**src/rtl/fbg_pkg.sv**
```systemverilog
package fbg_pkg;

    parameter int unsigned FBG_DW     = 16;
    parameter int unsigned PSEL_LSB   = 7;
    parameter int unsigned PSEL_W     = 3;
    parameter int unsigned OS_PER_BIT = 16;
    parameter int unsigned MAX_DIV    = 7;

    localparam int unsigned ACC_W = FBG_DW + 1;
    localparam logic [FBG_DW-1:0] CTRL_RST = FBG_DW'(5 << PSEL_LSB);

    typedef enum logic [1:0] {
        REG_STEP  = 2'd0,
        REG_SPAN  = 2'd1,
        REG_CTRL  = 2'd2,
        REG_MSLIM = 2'd3
    } reg_addr_e;

    typedef struct packed {
        logic [FBG_DW-1:0] step;
        logic [FBG_DW-1:0] span;
        logic [FBG_DW-1:0] ctrl;
        logic [FBG_DW-1:0] mslim;
    } cfg_t;

    // Non-monotonic prescaler code: 6 -> 7, 7 -> 1, else 6 - code.
    function automatic logic [PSEL_W-1:0] psel_to_div(input logic [PSEL_W-1:0] code);
        logic [PSEL_W-1:0] d;
        if (code == PSEL_W'(6))
            d = PSEL_W'(MAX_DIV);
        else if (code == PSEL_W'(7))
            d = PSEL_W'(1);
        else
            d = PSEL_W'(6) - code;
        return d;
    endfunction

    function automatic logic [FBG_DW-1:0] clamp_step(input logic [FBG_DW-1:0] step,
                                                     input logic [FBG_DW-1:0] span);
        return (step > span) ? span : step;
    endfunction

endpackage

```
**src/rtl/fbg_regs.sv**
```systemverilog
module fbg_regs
    import fbg_pkg::*;
(
    input  logic              clk,
    input  logic              rst,
    input  logic              wr_en,
    input  logic [1:0]        wr_addr,
    input  logic [FBG_DW-1:0] wr_data,
    input  logic [1:0]        rd_addr,
    output logic [FBG_DW-1:0] rd_data,
    output cfg_t              cfg,
    output logic              span_wr,
    output logic              mslim_wr
);

    reg_addr_e waddr;
    reg_addr_e raddr;

    assign waddr    = reg_addr_e'(wr_addr);
    assign raddr    = reg_addr_e'(rd_addr);
    assign span_wr  = wr_en && (waddr == REG_SPAN);
    assign mslim_wr = wr_en && (waddr == REG_MSLIM);

    always_ff @(posedge clk) begin
        if (rst) begin
            cfg.step  <= '0;
            cfg.span  <= '0;
            cfg.ctrl  <= CTRL_RST;
            cfg.mslim <= '0;
        end else if (wr_en) begin
            case (waddr)
                REG_STEP:  cfg.step  <= wr_data;
                REG_SPAN:  cfg.span  <= wr_data;
                REG_CTRL:  cfg.ctrl  <= wr_data;
                REG_MSLIM: cfg.mslim <= wr_data;
                default:   cfg.step  <= cfg.step;
            endcase
        end
    end

    always_comb begin
        case (raddr)
            REG_STEP:  rd_data = cfg.step;
            REG_SPAN:  rd_data = cfg.span;
            REG_CTRL:  rd_data = cfg.ctrl;
            REG_MSLIM: rd_data = cfg.mslim;
            default:   rd_data = '0;
        endcase
    end

    // a written value is what the register holds one cycle later
    assert_write_lands_R2: assert property (@(posedge clk) disable iff (rst)
        (wr_en && waddr == REG_SPAN) |=> (cfg.span == $past(wr_data)));

endmodule

```
**src/rtl/fbg_presc.sv**
```systemverilog
module fbg_presc
    import fbg_pkg::*;
#(
    parameter int unsigned SEL_W = PSEL_W
) (
    input  logic             clk,
    input  logic             rst,
    input  logic             clr,
    input  logic             ref_en,
    input  logic [SEL_W-1:0] sel,
    output logic             pre_tick
);

    logic [SEL_W-1:0] div;
    logic [SEL_W-1:0] cnt_q;
    logic             last;

    assign div      = psel_to_div(sel);
    assign last     = (cnt_q >= (div - SEL_W'(1)));
    assign pre_tick = ref_en && !clr && last;

    always_ff @(posedge clk) begin
        if (rst || clr)
            cnt_q <= '0;
        else if (ref_en)
            cnt_q <= last ? '0 : cnt_q + SEL_W'(1);
    end

    // the count never reaches the largest divisor
    assert_presc_bound_R3: assert property (@(posedge clk) disable iff (rst)
        cnt_q < SEL_W'(MAX_DIV));

    // a prescaled clock only comes out of a reference enable
    assert_presc_src_R3: assert property (@(posedge clk) disable iff (rst)
        pre_tick |-> ref_en);

endmodule

```
**src/rtl/fbg_frac.sv**
```systemverilog
module fbg_frac
    import fbg_pkg::*;
#(
    parameter int unsigned DW = FBG_DW
) (
    input  logic          clk,
    input  logic          rst,
    input  logic          clr,
    input  logic          pre_tick,
    input  logic [DW-1:0] step,
    input  logic [DW-1:0] span,
    output logic          os_hit,
    output logic          os_tick
);

    localparam int unsigned AW = DW + 1;

    logic [AW-1:0] acc_q;
    logic [AW-1:0] inc;
    logic [AW-1:0] wrap_at;
    logic [AW-1:0] sum;
    logic          wrap;

    assign inc     = {1'b0, clamp_step(step, span)} + AW'(1);
    assign wrap_at = {1'b0, span} + AW'(1);
    assign sum     = acc_q + inc;
    assign wrap    = (sum >= wrap_at);
    assign os_hit  = pre_tick && wrap;

    always_ff @(posedge clk) begin
        if (rst || clr) begin
            acc_q   <= '0;
            os_tick <= 1'b0;
        end else begin
            if (pre_tick)
                acc_q <= wrap ? (sum - wrap_at) : sum;
            os_tick <= os_hit;
        end
    end

    // the phase stays below the wrap point, so one tick per prescaled clock at most
    assert_acc_bound_R4: assert property (@(posedge clk) disable iff (rst)
        acc_q < wrap_at);

    // an oversample tick follows a prescaled clock by one cycle
    assert_os_src_R10: assert property (@(posedge clk) disable iff (rst)
        os_tick |-> $past(pre_tick));

endmodule

```
**src/rtl/fbg_bitcnt.sv**
```systemverilog
module fbg_bitcnt
    import fbg_pkg::*;
#(
    parameter int unsigned N = OS_PER_BIT
) (
    input  logic clk,
    input  logic rst,
    input  logic clr,
    input  logic os_hit,
    output logic bit_tick
);

    generate
        if (N == 1) begin : g_pass
            always_ff @(posedge clk) begin
                if (rst || clr)
                    bit_tick <= 1'b0;
                else
                    bit_tick <= os_hit;
            end
        end else begin : g_count
            localparam int unsigned CW = $clog2(N);
            logic [CW-1:0] cnt_q;
            logic          last;

            assign last = (cnt_q == CW'(N - 1));

            always_ff @(posedge clk) begin
                if (rst || clr) begin
                    cnt_q    <= '0;
                    bit_tick <= 1'b0;
                end else begin
                    if (os_hit)
                        cnt_q <= last ? '0 : cnt_q + CW'(1);
                    bit_tick <= os_hit && last;
                end
            end
        end
    endgenerate

endmodule

```
**src/rtl/fbg_ms.sv**
```systemverilog
module fbg_ms
    import fbg_pkg::*;
#(
    parameter int unsigned DW = FBG_DW
) (
    input  logic          clk,
    input  logic          rst,
    input  logic          clr,
    input  logic          pre_tick,
    input  logic [DW-1:0] limit,
    output logic          ms_tick
);

    logic [DW-1:0] cnt_q;
    logic          armed;
    logic          hit;

    assign armed = (limit != '0);
    assign hit   = pre_tick && armed && (cnt_q >= (limit - DW'(1)));

    always_ff @(posedge clk) begin
        if (rst || clr) begin
            cnt_q   <= '0;
            ms_tick <= 1'b0;
        end else begin
            if (pre_tick && armed)
                cnt_q <= hit ? '0 : cnt_q + DW'(1);
            ms_tick <= hit;
        end
    end

    // a zero limit never yields a tick
    assert_ms_off_R6: assert property (@(posedge clk) disable iff (rst)
        ms_tick |-> ($past(limit) != '0));

    // the count stays under the limit while enabled
    assert_ms_bound_R6: assert property (@(posedge clk) disable iff (rst)
        armed |-> (cnt_q < limit));

endmodule

```
**src/rtl/frac_baud_gen.sv**
```systemverilog
module frac_baud_gen
    import fbg_pkg::*;
(
    input  logic        clk,
    input  logic        rst,
    input  logic        ref_en,
    input  logic        wr_en,
    input  logic [1:0]  wr_addr,
    input  logic [15:0] wr_data,
    input  logic [1:0]  rd_addr,
    output logic [15:0] rd_data,
    output logic        os_tick,
    output logic        bit_tick,
    output logic        ms_tick
);

    cfg_t cfg;
    logic span_wr;
    logic mslim_wr;
    logic pre_tick;
    logic os_hit;

    fbg_regs u_regs (
        .clk      (clk),
        .rst      (rst),
        .wr_en    (wr_en),
        .wr_addr  (wr_addr),
        .wr_data  (wr_data),
        .rd_addr  (rd_addr),
        .rd_data  (rd_data),
        .cfg      (cfg),
        .span_wr  (span_wr),
        .mslim_wr (mslim_wr)
    );

    fbg_presc #(.SEL_W(PSEL_W)) u_presc (
        .clk      (clk),
        .rst      (rst),
        .clr      (span_wr),
        .ref_en   (ref_en),
        .sel      (cfg.ctrl[PSEL_LSB +: PSEL_W]),
        .pre_tick (pre_tick)
    );

    fbg_frac #(.DW(FBG_DW)) u_frac (
        .clk      (clk),
        .rst      (rst),
        .clr      (span_wr),
        .pre_tick (pre_tick),
        .step     (cfg.step),
        .span     (cfg.span),
        .os_hit   (os_hit),
        .os_tick  (os_tick)
    );

    fbg_bitcnt #(.N(OS_PER_BIT)) u_bitcnt (
        .clk      (clk),
        .rst      (rst),
        .clr      (span_wr),
        .os_hit   (os_hit),
        .bit_tick (bit_tick)
    );

    fbg_ms #(.DW(FBG_DW)) u_ms (
        .clk      (clk),
        .rst      (rst),
        .clr      (mslim_wr),
        .pre_tick (pre_tick),
        .limit    (cfg.mslim),
        .ms_tick  (ms_tick)
    );

    // a bit tick always rides on an oversample tick
    assert_bit_on_os_R7: assert property (@(posedge clk) disable iff (rst)
        bit_tick |-> os_tick);

    // the cycle after a span write is quiet
    assert_clear_quiet_R8: assert property (@(posedge clk) disable iff (rst)
        $past(span_wr) |-> (!os_tick && !bit_tick));

endmodule

```
**config.mk**
```make
export PLATFORM = sky130hd
export DESIGN_NAME = frac_baud_gen
export DESIGN_NICKNAME = d
export VERILOG_FILES = /design/src/rtl/fbg_pkg.sv /design/src/rtl/fbg_regs.sv /design/src/rtl/fbg_presc.sv /design/src/rtl/fbg_frac.sv /design/src/rtl/fbg_bitcnt.sv /design/src/rtl/fbg_ms.sv /design/src/rtl/frac_baud_gen.sv
export SDC_FILE = /design/constraint.sdc
export NUM_CORES = 1
export LEC_CHECK = 0
export ABC_AREA = 1
export BUFFER_PORTS_ARGS = -buffer_cell sky130_fd_sc_hd__buf_2
export CAP_MARGIN = 5
export CORE_UTILIZATION = 40
export DETAILED_ROUTE_END_ITERATION = 8
export HOLD_SLACK_MARGIN = 0.06
export SLEW_MARGIN = 40
export SYNTH_ARGS = -nofsm -noshare
export SYNTH_HDL_FRONTEND = slang
export SYNTH_SLANG_ARGS = --single-unit
```
**constraint.sdc**
```tcl
create_clock -name clk -period 4.8 [get_ports clk]
set_input_delay 0.24 -clock clk [delete_from_list [all_inputs] [get_ports clk]]
set_output_delay 0.24 -clock clk [all_outputs]
set_load 0.01 [all_outputs]
```
==> metrics.txt, run 1 <==
Routed Antenna Nets 0; max_slew headroom 46.70%; Tmin final 4.477 ns; Die Height about 150 um; Max VDD drop 0.0003271 V; dpl hpwl 19290 um; ys async rst share 0%; Seq cells post-synth 107; I/O pin count 43; most frequent cells in the layout nand2_1 (328), inv_1 (161), nor2_1 (151); Die X-Extent between 100 and 150 um; design area roughly 0.0097 sq mm; Post-synth EDFFs 0; RePlAce Congestion a little over 0.9; Layout Skew about 0.0089 ns; Final Hold Fails 0; I/O Buffers 42; Clock Latency Late Sink 0.37 ns; ranking of synthesized cells by area dfxtp_1 (26%), nand2_1 (16%), ha_1 (11%); nets 1478; Worst EP arrival 4.75 ns; vias per cell 5.104; Core Footprint around 0.020 sq mm; Final Cycle Share 93.27%; most common cell after layout, fill and taps aside nand2_1; Num CTS Buffers 9; critical path class flip-flop to flip-flop; Worst-path clk slew 0.08 ns; largest family of logic cells by synthesized area simple AND/OR/NAND/NOR gates; Fmax achieved 0.2234 GHz; largest net degree at the start of global routing 66; Syn Nets 1392; Layout area overhead 18.04%; top cell type's share of synthesized area 26.01%; yosys warns 0; total clock sinks 107; most frequent CP cell nand2_1; TritonCTS clock tree built; Area after DPL 0.009051 sq mm; Post-Synth Adder-Cell Area 11.73%; Total GRT Usage 22.72%; Root Buffer Master clkbuf_16; # setup viols final 0; initial antenna violation count 0; multiplexer share of the synthesized area 0%; Crit Path Max Fanout 8; Synth area leader dfxtp_1; grt ovf 0; layout cells sized above 1 16.34%; Synth Area in Compound Gates 13.69%; htree depth 3; reg2reg path depth 29; post-synthesis cell type count 38; post-synthesis simple-gate area fraction 34.55%; xor-xnor portion of the synthesized cell area about 4.6%; worst slew pin tran roughly 0.80 ns; status complete, no violations; clk buf depth 2; vias 8437; PD cells 520.1 mW/mm^2; WP data required 5.07 ns; Cell Area, Synth a little over 0.008 sq mm; max-slew violation count 0; wire per inst around 15 um; Slowest-stage cell, CP ha_1; DR pass1 iterations 7; Total Wirelength 24390 um; Worst setup EP type flip-flop; Max-Cap Viols 0; Initial Utilization 40.69%; first-pass GRT wire length 38260 um; Hold Slack just under 0.08 ns; DRC 0; Slowest Stage Delay on Critical Path 0.39 ns; register area share after synthesis around a quarter; row count 52; Syn Inst Count 1292; average cell area after synthesis 6.373 sq um; vias in the first global route 7525; die area 0.02116 sq mm; Hold Crit Depth 2; Setup crit start kind flip-flop; predominant post-synthesis flop cell dfxtp_1; detailed router's first-iteration violation count 493; Leak ~4.7 nW; worst min path class primary input to flip-flop; # diodes 0
sequential cells by signal, indices dropped and copies added, names as in the netlist:
signal / cells
u_presc.cnt_q: 3
u_bitcnt.bit_tick: 1
u_frac.acc_q: 17
u_ms.ms_tick: 1
u_bitcnt.g_count.cnt_q: 4
u_regs.cfg: 64
u_ms.cnt_q: 16
u_frac.os_tick: 1
metrics by stage:
| stage | setup slack, ns | std cells | util (%) | TNS, ns | total power, W |
|---|---|---|---|---|---|
| after floorplan | 0.5097 | 1292 | - | 0 | 0.003206 |
| after global placement | 0.001159 | 1628 | 44.69 | 0 | 0.003971 |
| after detailed placement | 0.02786 | 1628 | 44.73 | 0 | 0.003979 |
| after CTS | 0.05185 | 1644 | 46.21 | 0 | 0.004766 |
| after global routing | -0.05090 | 1653 | 48.03 | -0.2622 | 0.005529 |
| final | 0.3232 | 1653 | 48.03 | 0 | 0.005055 |
metal layers:
metal / track usage, % / vias up / share of wire, %
met4: 6.211 / 0 / 2.2
li1: - / 4355 / -
met3: 3.417 / 37 / 5.2
met1: 30.61 / 3822 / 46
met5: 0 / - / 0
met2: 37.67 / 223 / 46
where the power goes:
group | total [W] | internal (W) | leakage [nW] | switching [W]
Sequential | 0.00106 | 0.000990 | 0.874 | 0.0000752
Clock | 0.000773 | 0.000380 | 0.145 | 0.000394
Combinational | 0.00322 | 0.00122 | 3.68 | 0.00200
cell usage after synthesis (3+ instances only):
cell type    n
nand2_1    344
inv_1      161
nor2_1     159
dfxtp_1    107
o21ai_0     96
a21oi_1     87
nand3_1     75
ha_1        74
xor2_1      36
clkbuf_1    25
nor3_1      23
o2111ai_1   16
nand4_1     13
nand2_2     10
nor3_2       8
xnor2_1      7
nand3b_1     6
nor2_2       6
nand3_2      5
or2_2        5
inv_2        4
a21oi_2      3
critical path: cells and delay by family (launching register included):
family	cells	cell delay [ns]
AND/OR/NAND/NOR	18	1.94
adder cells (fa/ha/maj)	3	1.06
buffers and inverters	4	0.42
flip-flops	1	0.33
XOR/XNOR	2	0.32
AO/OA/AOI/OAI	2	0.30
path summary, 6_finish.rpt:
| path | startpoint | endpoint | slack, ns |
|---|---|---|---|
| worst max register to register | u_regs.cfg[47]$_SDFFE_PP0P_ | u_bitcnt.g_count.cnt_q[0]$_SDFFE_PP0P_ | 0.32 |
| worst max-delay path | u_regs.cfg[47]$_SDFFE_PP0P_ | u_bitcnt.g_count.cnt_q[0]$_SDFFE_PP0P_ | 0.32 |
| worst min register to register | u_frac.acc_q[8]$_SDFFE_PP0P_ | u_frac.acc_q[8]$_SDFFE_PP0P_ | 0.47 |
| worst min-delay path | rst | u_frac.os_tick$_SDFF_PP0_ | 0.08 |
repair_timing:
action	4_1_cts	5_1_grt
hold buffers	0	0
endpoints found under the hold margin	0	0
resized for setup	1	71
setup buffers	0	9
pin swaps	0	24
endpoints found under the setup margin	4	23
cells by family (layout without fill, tap and decap cells):
kind of cell,count (synthesis),in the layout
AO/OA/AOI/OAI,208,208
buffers and inverters,197,288
AND/OR/NAND/NOR,661,661
adder cells (fa/ha/maj),76,76
XOR/XNOR,43,43
flip-flops,107,107
cell type report:
class	count	area [sq um]
multi-input cells	988	5615
clock inverters	6	55.05
well taps	270	337.8
repair buffers	104	686.9
flip-flops and latches	107	2142
fillers	2109	10520
inverters	168	643.1
clock buffers	10	239.0
No activity file was read; power rests on OpenSTA's default activity.
==> inputs of run 2 (changes only) <==
Settings changed: BUFFER_PORTS_ARGS -buffer_cell sky130_fd_sc_hd__buf_2 to -buffer_cell sky130_fd_sc_hd__buf_4.
==> metrics.txt, run 2 (synthesis gave the netlist of run 1 again) <==
I/O pin count 43; Reg with most FFs u_regs.cfg; Hold Slack ~0.13 ns; worst slew pin tran approximately 0.77 ns; Sequential Area 0.002143 sq mm; Core Footprint ~0.020 sq mm; Root Buffer Master clkbuf_16; wire per inst 15.18 um; Crit Path Max Fanout 6; fill count around 2100; TritonCTS clock tree built; DR pass1 iterations 5; critical path class flip-flop to flip-flop; total clock sinks 107; Total Wirelength 25190 um; Tot Pwr 0.005201 W; Final Hold Fails 0; hold_sp wr_data[2]; RePlAce Congestion 0.9094; worst min path class primary input to flip-flop; Total GRT Usage 23.22%; vias in the first global route 7692; Setup crit start kind flip-flop; die area 0.02116 sq mm; Multi-input gate area approximately 0.0057 sq mm; Hold Crit Depth 3; layout cells sized above 1 17.42%; RR Startpoint u_regs.cfg[41]$_SDFFE_PP0P_; Final Cycle Share 95.04%; Worst-path clk slew 0.09 ns; max FFs per register 64; Worst EP arrival 4.79 ns; Area after DPL 0.009144 sq mm; PD cells roughly 520 mW/mm^2; Slowest-stage cell, CP dfxtp_1; reg2reg path depth 31; RR Endpoint u_frac.acc_q[6]$_SDFFE_PP0P_; Fmax achieved 0.2192 GHz; max-slew violation count 0; # diodes 0; design area 0.009966 sq mm; Die X-Extent roughly 150 um; Post-Route Utilization 49.25%; Die Height 145.5 um; dpl hpwl 19670 um; largest net degree at the start of global routing 57; htree depth 3; clk buf depth 2; status complete, no violations; DRC 0; # setup viols final 0; detailed router's first-iteration violation count 658; most common cell after layout, fill and taps aside nand2_1; Clock Latency Late Sink 0.37 ns; Setup TNS 0 ns; Worst setup EP type flip-flop; Layout Skew ~0.015 ns; largest registers u_regs.cfg: 64 flops, u_frac.acc_q: 17 flops, u_ms.cnt_q: 16 flops; most frequent cells in the layout nand2_1 (323), inv_1 (160), nor2_1 (149); most frequent CP cell nand2_1; Hold EP u_regs.cfg[18]$_SDFFE_PP0P_; Routed Antenna Nets 0; Layout area overhead 21.03%; Max VDD drop 0.0002868 V; Max-Cap Viols 0; initial antenna violation count 0; row count 52; max_slew headroom 48.76%; vias per cell approximately 5.1; vias 8536; Slowest Stage Delay on Critical Path 0.40 ns; nets 1484; Num CTS Buffers 9; I/O Buffers between 40 and 50; Tmin final 4.562 ns; Initial Utilization 40.69%; Leak between 4 and 5 nW; R2R Setup Slk between 0.2 and 0.25 ns; grt ovf 0; WP data required 5.03 ns; first-pass GRT wire length 39070 um
==> run 2: cell count changes in the layout (fill, tap and decap cells not counted), moves of 3 or more <==
cell	delta
buf_4	+44
buf_2	-42
nand2_2	+7
nand2_1	-5
nor3_2	+4
ha_2	-3
ha_4	+3
==> run 2: through the flow <==
stage,std cells,setup WS [ns]
global route,1659,-0.06966
detailed placement,1627,-0.2141
CTS,1647,0.02261
floorplan,1292,0.5097
global placement,1627,-0.3263
finish,1659,0.2381
==> run 2: worst max-delay path by stage <==
stage | startpoint | end | slack (ns) | cells past startpoint
2_1_floorplan | u_regs.cfg[39]$_SDFFE_PP0P_ | u_frac.acc_q[5]$_SDFFE_PP0P_ | 0.51 | 39
3_3_place_gp | u_regs.cfg[41]$_SDFFE_PP0P_ | u_frac.acc_q[14]$_SDFFE_PP0P_ | -0.33 | 33
3_5_place_dp | u_regs.cfg[41]$_SDFFE_PP0P_ | u_frac.acc_q[14]$_SDFFE_PP0P_ | -0.21 | 33
4_1_cts | u_regs.cfg[41]$_SDFFE_PP0P_ | u_bitcnt.g_count.cnt_q[0]$_SDFFE_PP0P_ | 0.02 | 31
5_1_grt | u_regs.cfg[47]$_SDFFE_PP0P_ | u_bitcnt.g_count.cnt_q[0]$_SDFFE_PP0P_ | -0.07 | 32
6_report | u_regs.cfg[41]$_SDFFE_PP0P_ | u_frac.acc_q[6]$_SDFFE_PP0P_ | 0.24 | 31
==> run 2: report_power, final <==
part	leakage, nW	switching (W)	internal (W)
combinational	3.73	0.00208	0.00128
clock	0.148	0.000402	0.000371
sequential	0.874	0.0000785	0.000990
total	4.76	0.00256	0.00264
==> run 2: worst max-delay path, delay by kind of cell, from the launching register on <==
| family | cells | cell delay, ns |
|---|---|---|
| DFF | 1 | 0.40 |
| buffers and inverters | 5 | 0.68 |
| adders and majority gates | 3 | 0.94 |
| AOI/OAI and AO/OA | 2 | 0.19 |
| and+or+nand+nor | 21 | 2.22 |
==> run 2: what timing repair did <==
item                                   in CTS  in global routing
gates resized for setup                     5                 87
setup buffers                               3                  9
pin swaps                                   1                 28
cloned                                      0                  3
hold buffers                                1                  0
endpoints found under the hold margin       2                  0
setup endpoints to repair                  22                 23
==> run 2: area by class of cell <==
cell class	count	area share (%)
sequential	107	21.51
clock inverter	7	0.7910
multi-input combinational	990	57.12
tap	270	3.390
clock buffer	9	2.260
timing repair buffer	108	8.449
inverter	168	6.478
==> run 2: layer usage <==
metal / vias up / global-route usage [%] / wire length (um)
li1: 4376 / - / -
met4: 0 / 6.684 / 568
met1: 3896 / 31.18 / 11830
met2: 220 / 38.73 / 11650
met3: 44 / 3.197 / 1140
met5: - / 0 / 0
==> inputs of run 3 (changes only) <==
Settings changed: PLACE_DENSITY from default to 0.65.
==> metrics.txt, run 3 (synthesis gave the netlist of run 1 again) <==
Slowest-stage cell, CP ha_1; Final Hold Fails 0; Layout area overhead 18.36%; Leak 4.649 nW; largest net degree at the start of global routing 40; vias approximately 8400; most frequent cells in the layout nand2_1 (326), inv_1 (160), nor2_1 (149); row count 52; Core Footprint 0.02023 sq mm; Reg with most FFs u_regs.cfg; Worst Path Buf+Inv 5; htree depth 3; fill count between 2000 and 2500; Initial Utilization 40.69%; initial antenna violation count 0; Worst EP arrival 4.83 ns; detailed router's first-iteration violation count approximately 630; layout cells sized above 1 15.84%; Final Cycle Share 94.56%; WP data required a little over 5 ns; first-pass GRT wire length 38630 um; # setup viols final 0; total clock sinks 107; nets 1465; Layout Skew ~0.015 ns; Setup TNS 0 ns; design area between 0.009 and 0.01 sq mm; Top Family by Delay on Critical Path simple AND/OR/NAND/NOR gates; most common cell after layout, fill and taps aside nand2_1; worst min path class primary input to flip-flop; worst slew pin tran 0.7759 ns; Max-Cap Viols 0; status complete, no violations; RePlAce Congestion 0.9187; largest registers u_regs.cfg: 64 flops, u_frac.acc_q: 17 flops, u_ms.cnt_q: 16 flops; Area after DPL 0.009011 sq mm; Die Height 145.5 um; max-slew violation count 0; I/O pin count 43; Worst-path clk slew 0.09 ns; Hold Slack 0.1239 ns; Total Wirelength 24010 um; die area between 0.02 and 0.025 sq mm; max_slew headroom 48.22%; vias per cell 5.134; final worst slack 0.2610 ns; clk buf depth 2; Tmin final 4.539 ns; vias in the first global route a little under 8000; max FFs per register 64; Setup crit start kind flip-flop; dpl hpwl around 19000 um; grt ovf 0; DP Worst Slack -0.01329 ns; DRC 0; Num CTS Buffers 9; Total GRT Usage 22.69%; critical path class flip-flop to flip-flop; # diodes 0; Max VDD drop 0.0002960 V; Routed Antenna Nets 0; DR pass1 iterations 5; Fmax achieved 0.2203 GHz; wire per inst 14.64 um; Die X-Extent 145.5 um; Tot Pwr roughly 0.0051 W; Root Buffer Master clkbuf_16; Worst setup EP type flip-flop; Crit Path Max Fanout 22; Slowest Stage Delay on Critical Path about 0.37 ns; most frequent CP cell nand2_1; PD cells 521.1 mW/mm^2; I/O Buffers 42; TritonCTS clock tree built; Clock Latency Late Sink 0.37 ns
[run 3: cell count changes in the layout (fill, tap and decap cells not counted), sizes merged]
| cell | previous run | this run |
|---|---|---|
| clkbuf | 10 | 9 |
| clkinv | 5 | 6 |
| inv | 170 | 169 |
| buf | 106 | 89 |
| nand2 | 359 | 358 |
[run 3: final timing paths]
path         slack (ns)  cells after the start                         start                            end
min                0.12                      3                    wr_data[3]    u_regs.cfg[19]$_SDFFE_PP0P_
min reg2reg        0.48                      2  u_frac.acc_q[7]$_SDFFE_PP0P_   u_frac.acc_q[7]$_SDFFE_PP0P_
max reg2reg        0.26                     31   u_regs.cfg[46]$_SDFFE_PP0P_  u_frac.acc_q[15]$_SDFFE_PP0P_
max                0.26                     31   u_regs.cfg[46]$_SDFFE_PP0P_  u_frac.acc_q[15]$_SDFFE_PP0P_
[run 3: layer usage]
layer / vias to the layer above / global-route usage (%) / part of all wire [%]
met4: 0 / 7.421 / 2.5
met3: 36 / 3.480 / 5.0
met2: 219 / 37.84 / 47
li1: 4341 / - / -
met1: 3823 / 29.91 / 46
met5: - / 0 / 0
[run 3: repair_timing]
item                                    in CTS  in global routing
endpoints found under the setup margin       7                 23
gates resized for setup                      1                 79
hold endpoints to repair                     2                  0
buffers inserted                             0                 13
cloned                                       0                  1
hold buffers                                 1                  0
pin swaps                                    0                 25
[run 3: final cells by class]
type / instances / area (sq um) / area share, %
multi-input combinational: 989 / 5605 / 57.52
inverter: 168 / 645.6 / 6.625
timing repair buffer: 90 / 694.4 / 7.125
sequential: 107 / 2146 / 22.02
clock buffer: 9 / 225.2 / 2.311
clock inverter: 7 / 91.34 / 0.9372
tap: 270 / 337.8 / 3.466
[run 3: tightest hold or removal path: stages]
cell    delay, ns
buf_4        0.11
nor2_1       0.04
nor2_1       0.08
[run 3: power breakdown]
part / total (W) / internal (W) / switching, W / leakage, nW
clock network: 0.000787 / 0.000377 / 0.000409 / 0.152
logic: 0.00322 / 0.00120 / 0.00202 / 3.62
registers: 0.00107 / 0.000990 / 0.0000790 / 0.875
total: 0.00508 / 0.00257 / 0.00251 / 4.65
[run 3: metrics by stage]
stage / std cells / util (%)
after floorplan: 1292 / -
after global placement: 1609 / 44.51
after detailed placement: 1609 / 44.53
after CTS: 1626 / 46.17
after global routing: 1640 / 48.16
final: 1640 / 48.16
